--- src/rtl/tmr_pkg.sv ---
package tmr_pkg;

    localparam int DATA_W = 8;
    localparam int PRE_W  = 16;

    localparam logic [15:0] ADDR_DIV = 16'hFF04;
    localparam logic [15:0] ADDR_CNT = 16'hFF05;
    localparam logic [15:0] ADDR_MOD = 16'hFF06;
    localparam logic [15:0] ADDR_CTL = 16'hFF07;
    localparam logic [15:0] ADDR_IFL = 16'hFF0F;

    // position of the timer request inside the flag register
    localparam int IRQ_POS = 2;

    typedef enum logic [1:0] {
        RATE_DIV1024 = 2'd0,
        RATE_DIV16   = 2'd1,
        RATE_DIV64   = 2'd2,
        RATE_DIV256  = 2'd3
    } rate_e;

    typedef struct packed {
        logic  run;
        rate_e rate;
    } ctrl_t;

    typedef enum logic [2:0] {
        SEL_DIV, SEL_CNT, SEL_MOD, SEL_CTL, SEL_IFL, SEL_NONE
    } sel_e;

    function automatic int rate_log2(input int code);
        case (code)
            0:       return 10;
            1:       return 4;
            2:       return 6;
            default: return 8;
        endcase
    endfunction

    function automatic sel_e decode(input logic [15:0] a);
        case (a)
            ADDR_DIV: return SEL_DIV;
            ADDR_CNT: return SEL_CNT;
            ADDR_MOD: return SEL_MOD;
            ADDR_CTL: return SEL_CTL;
            ADDR_IFL: return SEL_IFL;
            default:  return SEL_NONE;
        endcase
    endfunction

endpackage

--- src/rtl/tmr_prescaler.sv ---
module tmr_prescaler #(
    parameter int W = tmr_pkg::PRE_W
) (
    input  logic         clk,
    input  logic         rst,
    input  logic         clr,
    output logic [W-1:0] pre
);
    always_ff @(posedge clk) begin
        if (rst || clr) pre <= '0;
        else            pre <= pre + 1'b1;
    end


    pre_step_chk: assert property (@(posedge clk) disable iff (rst)
        !clr |=> pre == $past(pre) + 1'b1);
endmodule

--- src/rtl/tmr_rate_sel.sv ---
module tmr_rate_sel #(
    parameter int W = tmr_pkg::PRE_W
) (
    input  logic           clk,
    input  logic           rst,
    input  logic [W-1:0]   pre,
    input  tmr_pkg::ctrl_t ctrl,
    output logic           tick
);
    logic [3:0] hit;

    for (genvar g = 0; g < 4; g++) begin : g_rate
        localparam int LG = tmr_pkg::rate_log2(g);
        assign hit[g] = &pre[LG-1:0];
    end

    assign tick = ctrl.run & hit[ctrl.rate];

    // every rate period is a multiple of 16 clocks
    tick_phase_chk: assert property (@(posedge clk) disable iff (rst)
        tick |-> (pre[3:0] == 4'hF));
endmodule

--- src/rtl/tmr_counter.sv ---
module tmr_counter #(
    parameter int W = tmr_pkg::DATA_W
) (
    input  logic         clk,
    input  logic         rst,
    input  logic         run,
    input  logic         tick,
    input  logic         wr_en,
    input  logic [W-1:0] wr_data,
    input  logic [W-1:0] reload,
    output logic [W-1:0] cnt,
    output logic         wrap
);
    logic at_top;
    assign at_top = &cnt;
    assign wrap   = tick & at_top & ~wr_en;

    always_ff @(posedge clk) begin
        if (rst)        cnt <= '0;
        else if (wr_en) cnt <= wr_data;
        else if (wrap)  cnt <= reload;
        else if (tick)  cnt <= cnt + 1'b1;
    end


    hold_when_off_chk: assert property (@(posedge clk) disable iff (rst)
        (!run && !wr_en) |=> $stable(cnt));

    reload_on_wrap_chk: assert property (@(posedge clk) disable iff (rst)
        wrap |=> cnt == $past(reload));

    write_wins_chk: assert property (@(posedge clk) disable iff (rst)
        wr_en |=> cnt == $past(wr_data));
endmodule

--- src/rtl/prog_tick_timer.sv ---
module prog_tick_timer (
    input  logic        clk,
    input  logic        rst,
    input  logic [15:0] bus_addr,
    input  logic        bus_wr,
    input  logic [7:0]  bus_wdata,
    output logic [7:0]  bus_rdata,
    output logic        timer_irq
);
    import tmr_pkg::*;

    localparam int W = DATA_W;

    sel_e              sel;
    logic              wr_div, wr_cnt, wr_mod, wr_ctl, wr_ifl;
    logic [PRE_W-1:0]  pre;
    logic [W-1:0]      cnt, reload_q;
    ctrl_t             ctrl_q;
    logic              flag_q, tick, wrap;

    assign sel    = decode(bus_addr);
    assign wr_div = bus_wr && sel == SEL_DIV;
    assign wr_cnt = bus_wr && sel == SEL_CNT;
    assign wr_mod = bus_wr && sel == SEL_MOD;
    assign wr_ctl = bus_wr && sel == SEL_CTL;
    assign wr_ifl = bus_wr && sel == SEL_IFL;

    tmr_prescaler #(.W(PRE_W)) u_pre (
        .clk(clk), .rst(rst), .clr(wr_div), .pre(pre)
    );

    tmr_rate_sel #(.W(PRE_W)) u_rate (
        .clk(clk), .rst(rst), .pre(pre), .ctrl(ctrl_q), .tick(tick)
    );

    tmr_counter #(.W(W)) u_cnt (
        .clk(clk), .rst(rst), .run(ctrl_q.run), .tick(tick),
        .wr_en(wr_cnt), .wr_data(bus_wdata), .reload(reload_q),
        .cnt(cnt), .wrap(wrap)
    );

    always_ff @(posedge clk) begin
        if (rst) begin
            reload_q <= '0;
            ctrl_q   <= '0;
            flag_q   <= 1'b0;
        end else begin
            if (wr_mod) reload_q <= bus_wdata;
            if (wr_ctl) ctrl_q   <= ctrl_t'(bus_wdata[2:0]);
            if (wrap)        flag_q <= 1'b1;
            else if (wr_ifl) flag_q <= bus_wdata[IRQ_POS];
        end
    end

    always_comb begin
        case (sel)
            SEL_DIV: bus_rdata = pre[PRE_W-1 -: W];
            SEL_CNT: bus_rdata = cnt;
            SEL_MOD: bus_rdata = reload_q;
            SEL_CTL: bus_rdata = {{(W-3){1'b1}}, ctrl_q};
            SEL_IFL: bus_rdata = {{(W-5){1'b1}}, 2'b00, flag_q, 2'b00};
            default: bus_rdata = '1;
        endcase
    end

    assign timer_irq = flag_q;


    wrap_sets_flag_chk: assert property (@(posedge clk) disable iff (rst)
        wrap |=> timer_irq);

    flag_sticky_chk: assert property (@(posedge clk) disable iff (rst)
        (flag_q && !wr_ifl) |=> timer_irq);

    reset_state_chk: assert property (@(posedge clk)
        rst |=> (!timer_irq && pre == '0 && cnt == '0));
endmodule

--- config.mk ---
export PLATFORM = sky130hd
export DESIGN_NAME = prog_tick_timer
export DESIGN_NICKNAME = d
export VERILOG_FILES = /design/src/rtl/tmr_pkg.sv /design/src/rtl/tmr_prescaler.sv /design/src/rtl/tmr_rate_sel.sv /design/src/rtl/tmr_counter.sv /design/src/rtl/prog_tick_timer.sv
export SDC_FILE = /design/constraint.sdc
export NUM_CORES = 1
export LEC_CHECK = 0
export ABC_AREA = 1
export BUFFER_PORTS_ARGS = -buffer_cell sky130_fd_sc_hd__clkbuf_2
export CAP_MARGIN = 20
export CORE_MARGIN = 10
export CORE_UTILIZATION = 63
export CTS_BUF_LIST = sky130_fd_sc_hd__clkbuf_8
export DETAILED_ROUTE_END_ITERATION = 10
export GPL_TIMING_DRIVEN = 0
export PLACE_DENSITY = 0.95
export SYNTH_ARGS = -nofsm -noshare
export SYNTH_HDL_FRONTEND = slang
export SYNTH_SLANG_ARGS = --single-unit
--- constraint.sdc ---
create_clock -name clk -period 2.7 [get_ports clk]
set_clock_uncertainty 0.15 [all_clocks]
set_input_delay 0.27 -clock clk [delete_from_list [all_inputs] [get_ports clk]]
set_output_delay 0.27 -clock clk [all_outputs]
set_load 0.02 [all_outputs]
# Word-level counts from Yosys, hierarchy flattened
# Index checks and enable logic that the tools add are counted.
totals:
  output_inout_bits: 9
  regBits: 36
  elab_cells: 45
op_classes:
  add_sub_neg: 2
  mux: 9
  n_lt_le_gt_ge: 1
  n_bitwise: 4
  n_reduce_logical: 14
  eq_ne: 9
ops:
  columns: ["op", "count"]
  rows:
  - ["equality test 16 bit, second input constant", 5]
  - ["one-hot mux 8 bit (5 select lines)", 1]
  - ["2-to-1 mux 8 bit", 3]
  - ["adder 16 x 1 -> 16 bit, second input constant", 1]
  - ["AND reduction 8 bit", 2]
  - ["one-hot mux 3 bit (5 select lines)", 1]
  - ["AND reduction 10 bit", 1]
  - ["adder 8 x 1 -> 8 bit, second input constant", 1]
  - ["equality test 3 x 2 -> 1 bit, second input constant", 2]
  - ["AND reduction 6 bit", 1]
  - ["logical AND 1 bit", 5]
  - ["AND reduction 4 bit", 1]
  - ["AND 1 bit", 3]
  - ["equality test 3 x 1 -> 1 bit, second input constant", 1]
  - ["equality test 3 bit, second input constant", 1]
  - ["zero test 3 bit", 1]
  - ["< comparator 2 x 3 -> 1 bit, second input constant", 1]
  - ["2-to-1 mux 1 bit", 3]
  - ["nonzero test 3 bit", 1]
  - ["binary-select mux 1 bit (select 2 bit)", 1]
  - ["nonzero test 2 bit", 1]
  - ["logical OR 1 bit", 1]
  - ["inverter 1 bit", 1]

# Logic depth before layout (Yosys ltp)
logic_depth:
  depth_word: 8
  depth_mapped: 11
  depth_no_buf: 11

# Hierarchy
# Synthesis repeated with hierarchy kept, for this count alone.
hier_totals:
  hier_cells: 418
  hier_area_um2: 2626.3
modules_own_cells:
  columns: ["mod", "cells_per_inst", "area_each_um2", "instances", "seq_area_each_um2"]
  rows:
  - ["prog_tick_timer", 182, 1136.1, 1, 240.2]
  - ["tmr_prescaler", 115, 777.0, 1, 320.3]
  - ["tmr_counter", 104, 644.4, 1, 160.2]
  - ["tmr_rate_sel", 17, 68.8, 1, 0.0]

# Worst setup path before layout
# No wires, ideal clock.
synth_path:
  path_kind: "input port to output port"
  start: "input bus_addr[7]"
  end: "output bus_rdata[3]"
  slack_ps: 893
  cell_stages: 9
  arrival_ps: 1387
  path_buffers: 0
  path_cell_list: "nor2_1 nand2_1 nor2_4 nand2_1 nor2_4 nand3_4 inv_2 nand2_1 nand3_1"
synth_between:
  elab_chain_len: 4
synth_lines:
  columns: ["element", "line", "rtl"]
  rows:
  - ["start: declaration", "prog_tick_timer.sv:4", "input logic [15:0] bus_addr,"]
  - ["equality test 16 bit", "tmr_pkg.sv:41", "case (a)"]
  - ["one-hot mux 3 bit (5 select lines) *", "tmr_pkg.sv:41", null]
  - ["equality test 3 bit (tied with other cells)", "prog_tick_timer.sv:56", "case (sel)"]
  - ["one-hot mux 8 bit (5 select lines) *", "prog_tick_timer.sv:56", null]
  - ["end: declaration", "prog_tick_timer.sv:7", "output logic [7:0] bus_rdata,"]
# Mark *: on every way between the ends. The rest lies on a longest branch, timed or not.

# Final worst setup path
layout_path:
  start: "input bus_addr[5]"
  end: "output bus_rdata[4]"
# Same word-level chain as after synthesis.

==> flow_metrics.tcl <==
set metrics [dict create \
    synth_fp_nets 366 \
    num_rows 21 \
    cp-end-kind "output pin" \
    grt_pass1_wl_mm 9.92 \
    synth_common_cells "72 x nand2_1, 47 x nor2_1, 37 x nand3_1" \
    run_status "finished clean" \
    syn-instance-count 337 \
    synth_top_family_by_area "simple AND/OR/NAND/NOR gates" \
    crit_arrival_ns 1.81 \
    yosys.area_share.simple 0.457 \
    ys_top_cells_by_area "dfxtp_1 32%, nand2_1 12%, nand3_1 8.1%, nor2_1 7.7%, inv_1 5.6%" \
    min_from "rst" \
    antenna_found_initial 0 \
    routed_wl_mm 6.03 \
    yosysSeqAreaShare 0.315 \
    cts_max_level 2 \
    numCtsBuffers 5 \
    hold_violations 0 \
    drive_above_1_share 0.203 \
    synth_most_common_cell "nand2_1" \
    post-cts-setup-buffers 0 \
    drt_pass1_iterations 5 \
    path_cells "clkbuf_2 > nor2_1 > nand2_1 > nor2_4 > inv_1 > nor4_4 > nand3_1 > nand3_1 > clkbuf_2" \
    die_h_um 80.2 \
    min_path_cells 2 \
    syn_avg_cell_area_sq_um 6.78 \
    cts.sinks 36 \
    relSlewSlack 0.622 \
    placed_area_sq_um 2520 \
    root_buffer "clkbuf_8" \
    nets 408 \
    synthAdderAreaFrac 0.0110 \
    design_area_sq_um 2590 \
    setup_tns_ns 0 \
    routedWlPerCell_um 14.2 \
    clock_latency_ns 0.29 \
    postRouteAntennaNets 0 \
    yosys_warnings 0 \
    synthDistinctLibCells 35 \
    cts_resized 0 \
    power_density_nw_per_um2 371 \
    cts_hold_buf 0 \
    core-area_sq_um 3420 \
    path_max_fanout 6 \
    fin_hold_ws_ns 0.0276 \
    initial_utilization 0.669 \
    reg2reg_setup_slack_ns 0.60 \
    drt-initial-drc-count 196 \
    yosysTopAreaCellShare 0.315 \
    viasPerCell 5.62 \
    die_w_um 80.2 \
    dieArea_sq_um 6440 \
    gr-total-overflow 0 \
    cts.path.max_buffers 2 \
    dp_hpwl_mm 4.51 \
    r2r-start "u_cnt.cnt[0]$_SDFFE_PP0P_" \
    synthMuxAreaShare 0 \
    cts_tree "yes" \
    n_fill_cell 281 \
    fmaxAchievable_mhz 448 \
    hp-class "input port to flip-flop" \
    grt_max_degree 11 \
    synth_top_area_cell "dfxtp_1" \
    grt_use_total 0.190 \
    area_growth_pct 13.6 \
    port_buffers 35 \
    multiInputGateArea_sq_um 1400 \
    synth-async-reset-ratio 0 \
    slew_viol_final 0 \
    grt_setup_unrepaired "no" \
    vias 2390 \
    synth_edf_count 0 \
    post-route-min-period_ns 2.23 \
    seq_area_sq_um 721 \
    maxCapViolCount 0 \
    crit_path_top_delay_cell "nor4_4" \
    rr_worst_depth 9 \
    ys_ff_latch 36 \
    whs_endpoint "ctrl_q[0]$_SDFFE_PP0P_" \
    timing.final.crit_share 0.826 \
    synthFlopType "dfxtp_1" \
    crit_type "input port to output pin" \
    antenna_cells 0 \
    p_leak_uw 0.00114 \
    drc 0 \
    peakVddDrop_uv 358 \
    start_kind "input port" \
    syn_area_sq_um 2280 \
    setup_viol 0 \
    ioPinCount 36 \
    routabilityCongestion 0.949 \
    clk_pin_slew_worst_paths_ns 0.06 \
    slowest_delay_ns 0.29 \
    synth_xor_area_frac 0.0498 \
    synth_compound_area_frac 0.0926 \
    grt_pass1_vias 2267 \
    tightest_slew_ns 0.566 \
    r2r_end "u_cnt.cnt[7]$_SDFFE_PP0P_" \
    worst_ep_required_time_ns 2.28 \
]
[per-layer routing]
layer | wire (um) | vias to the layer above | track usage
met5 | 0 | - | 0
met4 | 122 | 0 | 0.0757
met3 | 564 | 20 | 0.0590
met2 | 2750 | 127 | 0.304
met1 | 2590 | 1059 | 0.230
li1 | - | 1184 | -
[worst max path at each step]
stage,start,slack (ns),to,cells after the start
finish,bus_addr[5],0.47,bus_rdata[4],9
CTS,bus_addr[5],0.48,bus_rdata[5],11
global route,bus_addr[5],0.32,bus_rdata[5],11
detailed placement,bus_addr[5],0.49,bus_rdata[5],11
floorplan,bus_addr[7],0.89,bus_rdata[3],9
global placement,bus_addr[7],0.58,bus_rdata[3],11
[layout by cell type, fill, tap and decap left out, drive strengths merged, types with 7 or more instances in the layout]
cell    instances
nand4           8
xor2            7
o21ai          12
nand3          41
a21oi          23
nand2          77
nor2           57
nor3           10
inv            42
dfxtp          36
clkbuf         42
[cells by family (layout without fill, tap and decap cells)]
| group | count (synthesis) | in the layout |
|---|---|---|
| compound gates | 39 | 39 |
| xor+xnor | 13 | 13 |
| fa+ha+maj | 2 | 2 |
| buf+inv | 44 | 86 |
| flops | 36 | 36 |
| simple gates | 203 | 203 |
[worst max-delay path: cells and delay by family]
kind	cells	cell delay [ns]
buffers and inverters	3	0.39
and+or+nand+nor	6	1.14
[final cells by class]
type,count,area share
inverters,41,0.0593
repair buffers,35,0.0675
well taps,46,0.0222
flip-flops and latches,36,0.278
clock buffers,5,0.0265
multi-input cells,257,0.538
plain buffers,3,0.00579
clock inverters,2,0.00338
[state kept, by name (all words and copies together) (netlist names)]
| register | flops |
|---|---|
| u_cnt.cnt | 8 |
| ctrl_q | 3 |
| timer_irq | 1 |
| reload_q | 8 |
| u_pre.pre | 16 |
[power by group]
part           switching, uW  leakage [uW]  total [uW]  internal, uW
logic                   44.3      0.000807        68.1          23.8
registers               2.61      0.000290         537           534
clock network            187     0.0000452         358           172
total                    234       0.00114         964           730
[metrics by stage]
step | util | setup slack [ns] | cells | power, uW
after floorplan | - | 0.893 | 337 | 584
after global placement | 0.737 | 0.583 | 418 | 615
after detailed placement | 0.737 | 0.486 | 418 | 616
after CTS | 0.760 | 0.479 | 425 | 961
after global routing | 0.760 | 0.318 | 425 | 986
final | 0.760 | 0.469 | 425 | 964
(Power assumes the default switching activity.)
